`src/rtl/uart_rx_pkg.sv`:
```
package uart_rx_pkg;
  localparam int MODE_TWO_STOP = 3;
  localparam int MODE_ODD      = 4;
  localparam int MODE_PAR_EN   = 5;

  typedef struct packed {
    logic [7:0] data;
    logic       frm;
    logic       par;
  } rx_frame_t;

  typedef enum logic [2:0] {
    S_IDLE, S_START, S_DATA, S_PAR, S_STOP1, S_STOP2
  } rx_state_t;
endpackage

```
`src/rtl/rx_baud_tick.sv`:
```
module rx_baud_tick #(
  parameter int DIV_W = 8
) (
  input  logic             clk,
  input  logic             rst_n,
  input  logic [DIV_W-1:0] div,
  output logic             tick
);
  logic [DIV_W-1:0] cnt;

  assign tick = (cnt >= div);

  always_ff @(posedge clk or negedge rst_n) begin
    if (!rst_n) cnt <= '0;
    else        cnt <= tick ? '0 : cnt + 1'b1;
  end
endmodule

```
`src/rtl/rx_frame_sampler.sv`:
```
module rx_frame_sampler
  import uart_rx_pkg::*;
#(
  parameter int OS = 16
) (
  input  logic      clk,
  input  logic      rst_n,
  input  logic      tick,
  input  logic      rxd,
  input  logic      two_stop,
  input  logic      par_en,
  input  logic      par_odd,
  input  logic      init,
  output logic      done,
  output rx_frame_t frame
);
  localparam int CW  = $clog2(OS);
  localparam int MID = OS / 2 - 1;

  rx_state_t  state;
  logic [CW-1:0] os_cnt;
  logic [2:0] bit_idx;
  logic [7:0] shreg;
  logic       par_acc, perr_q, bad_stop, line_q;
  logic       two_q, pen_q, odd_q;
  logic       bit_end, fin;

  always_comb begin
    bit_end = tick && (os_cnt == CW'(OS - 1));
    fin     = bit_end && ((state == S_STOP2) || (state == S_STOP1 && !two_q));
  end

  always_ff @(posedge clk or negedge rst_n) begin
    if (!rst_n) begin
      state <= S_IDLE; os_cnt <= '0; bit_idx <= '0; shreg <= '0;
      par_acc <= 1'b0; perr_q <= 1'b0; bad_stop <= 1'b0; line_q <= 1'b0;
      two_q <= 1'b0; pen_q <= 1'b0; odd_q <= 1'b0;
      done <= 1'b0; frame <= '0;
    end else begin
      done <= fin && !init;
      if (fin) begin
        frame.data <= shreg;
        frame.frm  <= bad_stop | ~rxd;
        frame.par  <= perr_q;
      end
      if (init) begin
        state <= S_IDLE; os_cnt <= '0; line_q <= 1'b0;
      end else if (tick) begin
        case (state)
          S_IDLE: begin
            line_q <= rxd;
            os_cnt <= '0;
            if (line_q && !rxd) begin
              state <= S_START;
              two_q <= two_stop; pen_q <= par_en; odd_q <= par_odd;
            end
          end
          S_START: begin
            if (os_cnt == CW'(MID)) begin
              os_cnt <= '0;
              if (rxd) state <= S_IDLE;
              else begin
                state <= S_DATA; bit_idx <= '0;
                par_acc <= 1'b0; perr_q <= 1'b0; bad_stop <= 1'b0;
              end
            end else os_cnt <= os_cnt + 1'b1;
          end
          default: begin
            if (bit_end) begin
              os_cnt <= '0;
              case (state)
                S_DATA: begin
                  shreg   <= {rxd, shreg[7:1]};
                  par_acc <= par_acc ^ rxd;
                  bit_idx <= bit_idx + 1'b1;
                  if (bit_idx == 3'd7) state <= pen_q ? S_PAR : S_STOP1;
                end
                S_PAR: begin
                  perr_q <= (par_acc ^ rxd) != odd_q;
                  state  <= S_STOP1;
                end
                S_STOP1: begin
                  bad_stop <= bad_stop | ~rxd;
                  if (two_q) state <= S_STOP2;
                  else begin state <= S_IDLE; line_q <= rxd; end
                end
                default: begin state <= S_IDLE; line_q <= rxd; end
              endcase
            end else os_cnt <= os_cnt + 1'b1;
          end
        endcase
      end
    end
  end

  AST_INIT_TO_IDLE: assert property (@(posedge clk) disable iff (!rst_n)
    init |=> state == S_IDLE);
endmodule

```
`src/rtl/rx_status_flags.sv`:
```
module rx_status_flags
  import uart_rx_pkg::*;
(
  input  logic       clk,
  input  logic       rst_n,
  input  logic       init,
  input  logic       done,
  input  rx_frame_t  frame,
  input  logic       stat_rd,
  input  logic       data_ready,
  output logic [7:0] data_q,
  output logic       rbf,
  output logic       oer,
  output logic       fer,
  output logic       per
);
  logic      pend_q, apply, pop, err;
  rx_frame_t pend_fr, af;

  always_comb begin
    pop   = rbf && data_ready;
    apply = (done || pend_q) && !stat_rd;
    af    = done ? frame : pend_fr;
    err   = af.frm || af.par;
  end

  always_ff @(posedge clk or negedge rst_n) begin
    if (!rst_n) begin
      pend_q <= 1'b0; pend_fr <= '0; data_q <= '0;
      rbf <= 1'b0; oer <= 1'b0; fer <= 1'b0; per <= 1'b0;
    end else if (init) begin
      pend_q <= 1'b0;
      rbf <= 1'b0; oer <= 1'b0; fer <= 1'b0; per <= 1'b0;
    end else if (stat_rd) begin
      oer <= 1'b0; fer <= 1'b0; per <= 1'b0;
      if (done) begin pend_q <= 1'b1; pend_fr <= frame; end
      if (pop) rbf <= 1'b0;
    end else if (apply) begin
      pend_q <= 1'b0;
      data_q <= af.data;
      fer    <= fer | af.frm;
      per    <= per | af.par;
      oer    <= oer | (rbf && !pop) | fer | per;
      rbf    <= err ? (rbf && !pop) : 1'b1;
    end else if (pop) begin
      rbf <= 1'b0;
    end
  end

  AST_READ_CLEARS: assert property (@(posedge clk) disable iff (!rst_n)
    stat_rd |=> !(oer || fer || per));
  AST_NO_RISE_IN_READ: assert property (@(posedge clk) disable iff (!rst_n)
    stat_rd |=> !$rose(rbf));
  AST_ERR_NO_FULL: assert property (@(posedge clk) disable iff (!rst_n)
    (done && !stat_rd && (frame.frm || frame.par) && !rbf) |=> !rbf);
  AST_POP_EMPTIES: assert property (@(posedge clk) disable iff (!rst_n)
    (pop && !done && !pend_q) |=> !rbf);
  AST_OVR_CAUSE: assert property (@(posedge clk) disable iff (!rst_n)
    $rose(oer) |-> $past(rbf || fer || per));
endmodule

```
`src/rtl/uart_rx_status.sv`:
```
module uart_rx_status
  import uart_rx_pkg::*;
#(
  parameter int DIV_W = 8,
  parameter int OS    = 16
) (
  input  logic             clk,
  input  logic             rst_n,
  input  logic [DIV_W-1:0] baud_div,
  input  logic             rxd,
  input  logic [7:0]       mode,
  input  logic             stat_rd,
  input  logic             rx_init,
  output logic             data_valid,
  input  logic             data_ready,
  output logic [7:0]       data_out,
  output logic             ovr_err,
  output logic             frm_err,
  output logic             par_err
);
  logic [1:0] sync_q;
  logic       tick, done;
  rx_frame_t  frame;
  logic       unused_mode;

  assign unused_mode = ^{mode[7:6], mode[2:0]};

  always_ff @(posedge clk or negedge rst_n) begin
    if (!rst_n) sync_q <= 2'b11;
    else        sync_q <= {sync_q[0], rxd};
  end

  rx_baud_tick #(.DIV_W(DIV_W)) u_tick (
    .clk(clk), .rst_n(rst_n), .div(baud_div), .tick(tick)
  );

  rx_frame_sampler #(.OS(OS)) u_sampler (
    .clk(clk), .rst_n(rst_n), .tick(tick), .rxd(sync_q[1]),
    .two_stop(mode[MODE_TWO_STOP]), .par_en(mode[MODE_PAR_EN]),
    .par_odd(mode[MODE_ODD]), .init(rx_init), .done(done), .frame(frame)
  );

  rx_status_flags u_flags (
    .clk(clk), .rst_n(rst_n), .init(rx_init), .done(done), .frame(frame),
    .stat_rd(stat_rd), .data_ready(data_ready), .data_q(data_out),
    .rbf(data_valid), .oer(ovr_err), .fer(frm_err), .per(par_err)
  );
endmodule

```
`config.mk`:
```
export PLATFORM = sky130hd
export DESIGN_NAME = uart_rx_status
export DESIGN_NICKNAME = d
export VERILOG_FILES = /design/src/rtl/uart_rx_pkg.sv /design/src/rtl/rx_baud_tick.sv /design/src/rtl/rx_frame_sampler.sv /design/src/rtl/rx_status_flags.sv /design/src/rtl/uart_rx_status.sv
export SDC_FILE = /design/constraint.sdc
export NUM_CORES = 1
export LEC_CHECK = 0
export CAP_MARGIN = 10
export CORE_MARGIN = 4
export CORE_UTILIZATION = 46
export CTS_BUF_LIST = sky130_fd_sc_hd__clkbuf_16
export DETAILED_ROUTE_END_ITERATION = 8
export PLACE_DENSITY_LB_ADDON = 0.15
export SLEW_MARGIN = 25
export SYNTH_ARGS = -nofsm -noshare
export SYNTH_HDL_FRONTEND = slang
export SYNTH_SLANG_ARGS = --single-unit
```
`constraint.sdc`:
```
create_clock -name clk -period 2.2 [get_ports clk]
set_input_delay 0.44 -clock clk [delete_from_list [all_inputs] [get_ports clk]]
set_output_delay 0.44 -clock clk [all_outputs]
set_load 0.02 [all_outputs]
```
==> impl_metrics.csv, run 1 <==
group,metric,value,unit
run_status,status,"finished with violations",
run_status,violations,"negative setup slack",
sta,layout_min_cycle_time,2.30,ns
final_layout,drive_gt1_frac,0.294,
logic_synthesis,synth_top_area_cell,"dfrtp_1",
detailed_routing,dr.pass1.iters,4,
worst_setup_path,critical_path.cell_chain,"ha_4, nand4_1, o311a_4, or4_4, mux2_4",
floorplan,die_x,93.8,µm
logic_synthesis,synth_top_area_share,0.495,
cts,cts_buffers,9,
sta,clock_skew,0.00502,ns
pwr,powerDensity,818,mW/mm²
detailed_routing,routed_wl,7120,µm
logic_synthesis,avgSynthCellArea,11.1,µm²
detailed_routing,drtIter0Drc,123,
cts,clock_path_buffers,2,
floorplan,die_h,93.8,µm
worst_setup_path,crit_type,"reg2reg",
logic_synthesis,synthTopCellsByArea,"dfrtp_1, mux2_2, ha_1",
worst_hold_path,hold_class,"in2async",
detailed_routing,drt-wirelength-per-cell,15.0,µm
final_layout,insertedDiodeCount,0,
worst_setup_path,endpoint_kind,"flop",
sta,rsz0062_at_grt,"yes",
worst_setup_path,reg2reg_depth,5,
detailed_routing,num_vias,2540,
detailed_routing,ant_nets,0,
cts,tritoncts,"yes",
worst_setup_path,cp.arrival,2.51,ns
sta,setup_ws,-0.0967,ns
logic_synthesis,synth_async_sr_flop_share,1.00,
logic_synthesis,synth.yosys.seq_area_share,0.511,
floorplan,start_util,0.469,
logic_synthesis,ys_seq_elements,69,
placement,dp_slack,-0.636,ns
cts,clk_pin_slew,0.06,ns
final_layout,fin_nets,403,
worst_setup_path,r2r_end,"u_sampler.shreg[0]",
sta,tns,-0.733,ns
worst_setup_path,crit_required,2.41,ns
global_routing,grt_pass1_wl,12000,µm
final_layout,final_cell_mix,"dfrtp_1, buf_4, nor2_1",
sta,slew_headroom,0.658,
final_layout,final_cell_area,0.00450,mm²
floorplan,num_rows,31,
logic_synthesis,synthCells,305,
pwr,ir_drop,0.485,mV
global_routing,grt_max_degree,23,
worst_setup_path,startpoint_type,"flop",
logic_synthesis,synth_edf_count,0,
sta,period_share,1.04,
worst_setup_path,crit_slowest_cell,"or4_4",
cts,hold_buffers,0,
worst_setup_path,ff2ff_setup_slack,-0.1,ns
sta,slew_viol_final,0,
floorplan,die_area,0.00880,mm²
global_routing,antenna_found_initial,0,
cts,clock-root-buffer,"clkbuf_16",
logic_synthesis,ys.flop_type,"dfrtp_1",
cts,clock_sinks,69,
placement,portBuffers,28,
logic_synthesis,yosysWarnings,0,
global_routing,overflow,0,
pwr,leakagePower,2.13,nW
logic_synthesis,netlist_area,0.00339,mm²
worst_setup_path,cp_slowest_stage_delay,0.59,ns
final_layout,synthToLayoutAreaGrowth,33.0,%
worst_setup_path,cp_max_fo,5,
sta,tightest_slew,0.513,ns
sta,hold_slack,0.0786,ns
logic_synthesis,synth.distinct_cells,52,
global_routing,grt_pass1_vias,2487,
placement,gp_congestion,0.836,
final_layout,fillCellCount,592,
floorplan,io_pins,34,
floorplan,coreArea,0.00721,mm²
placement,post-dp-hpwl,4740,µm
sta,setup_violations,10,
detailed_routing,drc,0,
cts,clkLatencyLatePin,0.33,ns
global_routing,grt_usage,0.176,
detailed_routing,avgViaCountPerCell,5.37,
cts,htreeDepth,3,
placement,dpl_cell_area,0.00398,mm²
final_layout,final_common_cell,"dfrtp_1",
sta,final_hold_viol_count,0,
run,maxCapViolations,0,
logic_synthesis,syn_nets,339,
sta,max_freq,0.435,GHz
worst_setup_path,r2r_start,"u_tick.cnt[7]",
how the worst max path moves through the flow:
stage | from | endpoint | slack [ns] | depth (start not counted)
after CTS | u_tick.cnt[0] | u_sampler.shreg[1] | -0.07 | 7
after global placement | baud_div[3] | u_sampler.pen_q | -0.62 | 10
after detailed placement | baud_div[3] | u_sampler.shreg[1] | -0.64 | 8
final | u_tick.cnt[7] | u_sampler.shreg[0] | -0.1 | 5
after floorplan | baud_div[0] | u_sampler.shreg[0] | -0.14 | 7
after global routing | u_tick.cnt[7] | u_sampler.shreg[1] | -0.15 | 5
kinds of logic after synthesis:
group,synth area share
and+or+nand+nor,0.134
buffers and inverters,0.0369
muxes,0.150
adders and majority gates,0.0443
xor gates and xnor gates,0.0233
DFF,0.511
AOI/OAI and AO/OA,0.100
critical path, delay by kind of cell, from the launching register on:
| kind | cells | cell delay (ns) |
|---|---|---|
| compound gates | 1 | 0.42 |
| fa+ha+maj | 1 | 0.29 |
| flops | 1 | 0.41 |
| mux | 1 | 0.32 |
| simple gates | 2 | 0.73 |
registers in the layout, summed over array words and instances, names as in the netlist, 2 cells and up:
register	count
sync_q	2
u_flags.data_q	8
u_flags.pend_fr	10
u_sampler.bit_idx	3
u_sampler.frame	10
u_sampler.os_cnt	4
u_sampler.shreg	8
u_sampler.state	3
u_tick.cnt	8
metrics by stage:
stage | utilization | cells | power [mW]
floorplan | - | 305 | 1.76
global placement | 0.552 | 449 | 2.08
detailed placement | 0.552 | 449 | 2.09
CTS | 0.610 | 469 | 3.65
global route | 0.624 | 473 | 3.88
finish | 0.624 | 473 | 3.69
timing repair:
| action | in CTS | in global routing |
|---|---|---|
| hold endpoints to repair | 0 | 0 |
| cloned | 1 | 0 |
| setup buffers | 3 | 5 |
| endpoints found under the setup margin | 35 | 29 |
| pin swaps | 14 | 7 |
| gates resized for setup | 26 | 17 |
synthesized netlist by cell type (3+ instances only):
cell type	instances
mux2_4	8
clkbuf_1	10
o21ai_0	7
xnor2_1	3
nand3_1	10
mux2i_1	13
and3_1	4
nand2b_1	6
dfrtp_1	67
nand2_1	17
nor2_1	29
o41ai_1	5
nor3_1	8
a211o_1	3
a21oi_1	18
nand4_1	3
mux2_2	23
xor2_1	6
inv_1	14
ha_1	12
layer usage:
| layer | GRT usage | up-vias | part of all wire |
|---|---|---|---|
| li1 | - | 1222 | - |
| met3 | 0.0513 | 6 | 0.056 |
| met5 | 0 | - | 0 |
| met1 | 0.241 | 1245 | 0.48 |
| met2 | 0.263 | 67 | 0.45 |
| met4 | 0.0710 | 0 | 0.0097 |
layout make-up:
class                   count  area, µm²  area share
clock buffers               9        225      0.0500
repair buffers             66        583       0.129
inverters                  16       60.1      0.0133
flip-flops and latches     69       1730       0.384
clock inverters             7       72.6      0.0161
multi-input cells         207       1710       0.380
well taps                  99        124      0.0275
power by group:
group	switching (mW)	internal (mW)	leakage (nW)
Clock	0.553	0.881	0.144
Sequential	0.0662	1.35	0.927
Combinational	0.379	0.453	1.06
Total	0.997	2.69	2.13
No activity file was read; power rests on OpenSTA's default activity.
==> run 2, diff against run 1 <==
CTS_BUF_LIST = sky130_fd_sc_hd__clkbuf_2   (was sky130_fd_sc_hd__clkbuf_16)
==> run 2 against run 1 <==
Effect of this change: the flow still finishes with violations (negative setup slack); total power shrank 21%; count of clock-buffer cells in the layout unchanged; sequential cell count did not move; first-iteration DRC count is the same; clock power down 48%; via count shrank 2.7%; utilization shrank 2.9 points; cell count fell by 1.1%; largest cell class unchanged.
==> impl_metrics.csv, run 2 (synthesized netlist as in run 1, its figures left out) <==
group,metric,value,unit
worst_hold_path,min_path_cells,1,
floorplan,start_util,0.469,
cts,clock_sinks,69,
pwr,powerDensity,682,mW/mm²
worst_setup_path,cp.depth,7,
run_status,violations,"negative setup slack",
floorplan,num_rows,31,
detailed_routing,wl_met3,328,µm
final_layout,insertedDiodeCount,0,
sta,tightest_slew,0.550,ns
sta,period_share,1.04,
sta,tns,-0.728,ns
detailed_routing,dr_wl_met2,2970,µm
detailed_routing,num_vias,2471,
sta,rsz0062_at_grt,"yes",
cts,clock_path_buffers,2,
worst_setup_path,crit_required,2.60,ns
worst_hold_path,hold_class,"in2reg",
worst_setup_path,critical_path.endpoint,"u_sampler.shreg[1]",
sta,layout_min_cycle_time,2.28,ns
cts,clock-root-buffer,"clkbuf_2",
sta,clock_skew,0.0233,ns
detailed_routing,ant_nets,0,
floorplan,die_area,0.00880,mm²
sta,hold_slack,0.334,ns
detailed_routing,wl_met1,3310,µm
detailed_routing,routed.top_layer,"met4",
final_layout,final_cell_mix,"dfrtp_1, nor2_1, buf_4",
global_routing,grt_pass1_wl,11600,µm
floorplan,coreArea,0.00721,mm²
cts,clkLatencyLatePin,0.50,ns
sta,max_freq,0.439,GHz
worst_setup_path,crit_start,"u_tick.cnt[0]",
global_routing,grt_max_degree,23,
worst_setup_path,critical_path.cell_chain,"inv_1, ha_1, nand2b_4, a2111oi_4, o311a_4, or4_4, mux2_4",
global_routing,grt_usage,0.168,
final_layout,stdcell_count,468,
placement,portBuffers,28,
worst_setup_path,ff2ff_setup_slack,-0.08,ns
run_status,status,"finished with violations",
worst_setup_path,reg2reg_depth,7,
cts,tritoncts,"yes",
worst_setup_path,crit_buf_inv,1,
worst_setup_path,startpoint_type,"flop",
global_routing,antenna_found_initial,0,
worst_setup_path,crit_slowest_cell,"or4_4",
detailed_routing,dr.pass1.iters,5,
detailed_routing,avgViaCountPerCell,5.28,
pwr,leakagePower,2.03,nW
global_routing,overflow,0,
cts,cts_buffers,9,
placement,post-dp-hpwl,4740,µm
final_layout,top_regs,"u_flags.pend_fr (10), u_sampler.frame (10)",
detailed_routing,drtIter0Drc,123,
sta,slew_viol_final,0,
final_layout,final_common_cell,"dfrtp_1",
sta,slew_headroom,0.631,
final_layout,synthToLayoutAreaGrowth,26.8,%
detailed_routing,routed_wl,6750,µm
worst_setup_path,endpoint_kind,"flop",
floorplan,die_x,93.8,µm
worst_setup_path,cp.arrival,2.67,ns
sta,setup_ws,-0.0775,ns
final_layout,fillCellCount,613,
detailed_routing,drc,0,
worst_setup_path,r2r_start,"u_tick.cnt[0]",
run,maxCapViolations,0,
worst_setup_path,crit_type,"reg2reg",
final_layout,drive_gt1_frac,0.268,
worst_setup_path,cp_max_fo,5,
sta,setup_violations,17,
worst_setup_path,crit_family,"simple AND/OR/NAND/NOR gates",
floorplan,die_h,93.8,µm
floorplan,io_pins,34,
final_layout,seq_area,0.00173,mm²
worst_setup_path,cp_slowest_stage_delay,0.56,ns
cts,clk_pin_slew,0.19,ns
final_layout,multi_input_area,0.00171,mm²
pwr,ir_drop,0.286,mV
placement,dpl.cell_count,449,
sta,final_hold_viol_count,0,
final_layout,fin_nets,398,
worst_setup_path,r2r_end,"u_sampler.shreg[1]",
detailed_routing,drt-wirelength-per-cell,14.4,µm
cts,htreeDepth,3,
global_routing,grt_pass1_vias,2444,
placement,gp_congestion,0.836,
[run 2: cell types whose count changed in the layout (fill, tap and decap cells not counted), sizes merged]
cell           before  now
buf                39   33
dlygate4sd3         0    1
dlygate4sd2         8    0
clkdlybuf4s50      19   27
[run 2: metal layers]
layer,vias to the layer above,global-route usage
li1,1210,-
met3,12,0.0329
met4,0,0.0830
met1,1193,0.234
met2,56,0.250
met5,-,0
[run 2: final cells by class]
type                       instances  share of cell area
inverter                          16              0.0140
clock buffer                       9              0.0105
timing repair buffer              61               0.130
clock inverter                     7              0.0169
sequential                        69               0.403
tap                               99              0.0288
multi-input combinational        207               0.397
[run 2: report_power, final]
group / internal (mW) / total, mW / switching (mW)
sequential: 1.35 / 1.41 / 0.0577
clock: 0.267 / 0.750 / 0.483
combinational: 0.411 / 0.769 / 0.358
[run 2: repair_timing]
action                     4_1_cts  5_1_grt
setup endpoints to repair       27       28
hold endpoints to repair        16        0
resized for setup               17       14
pin swaps                        5        4
hold buffers                     1        0
cloned                           1        0
buffers inserted                 3        1
[run 2: worst register-to-register path: cells and delay by family, from the launching register on]
kind            cells  cell delay (ns)
buf+inv             1             0.04
simple gates        2             0.68
flops               1             0.39
compound gates      2             0.50
mux                 1             0.32
fa+ha+maj           1             0.26
[run 2: worst min path at each step]
| stage | end | from | slack (ns) |
|---|---|---|---|
| 6_report | sync_q[0] | rxd | 0.33 |
| 3_3_place_gp | sync_q[1] | sync_q[0] | 0.35 |
| 5_1_grt | sync_q[0] | rxd | 0.27 |
| 3_5_place_dp | sync_q[1] | sync_q[0] | 0.35 |
| 4_1_cts | sync_q[0] | rxd | 0.29 |
| 2_1_floorplan | u_flags.data_q[0] | rst_n | 0.14 |
[run 2: per-stage QoR]
step	util	area, µm²	total power [mW]	setup slack (ns)
6_report	0.595	4290	2.93	-0.0775
5_1_grt	0.595	4290	3.10	-0.151
4_1_cts	0.586	4230	2.92	-0.105
3_5_place_dp	0.552	3980	2.09	-0.636
3_3_place_gp	0.552	3980	2.08	-0.623
2_1_floorplan	-	3390	1.76	-0.139
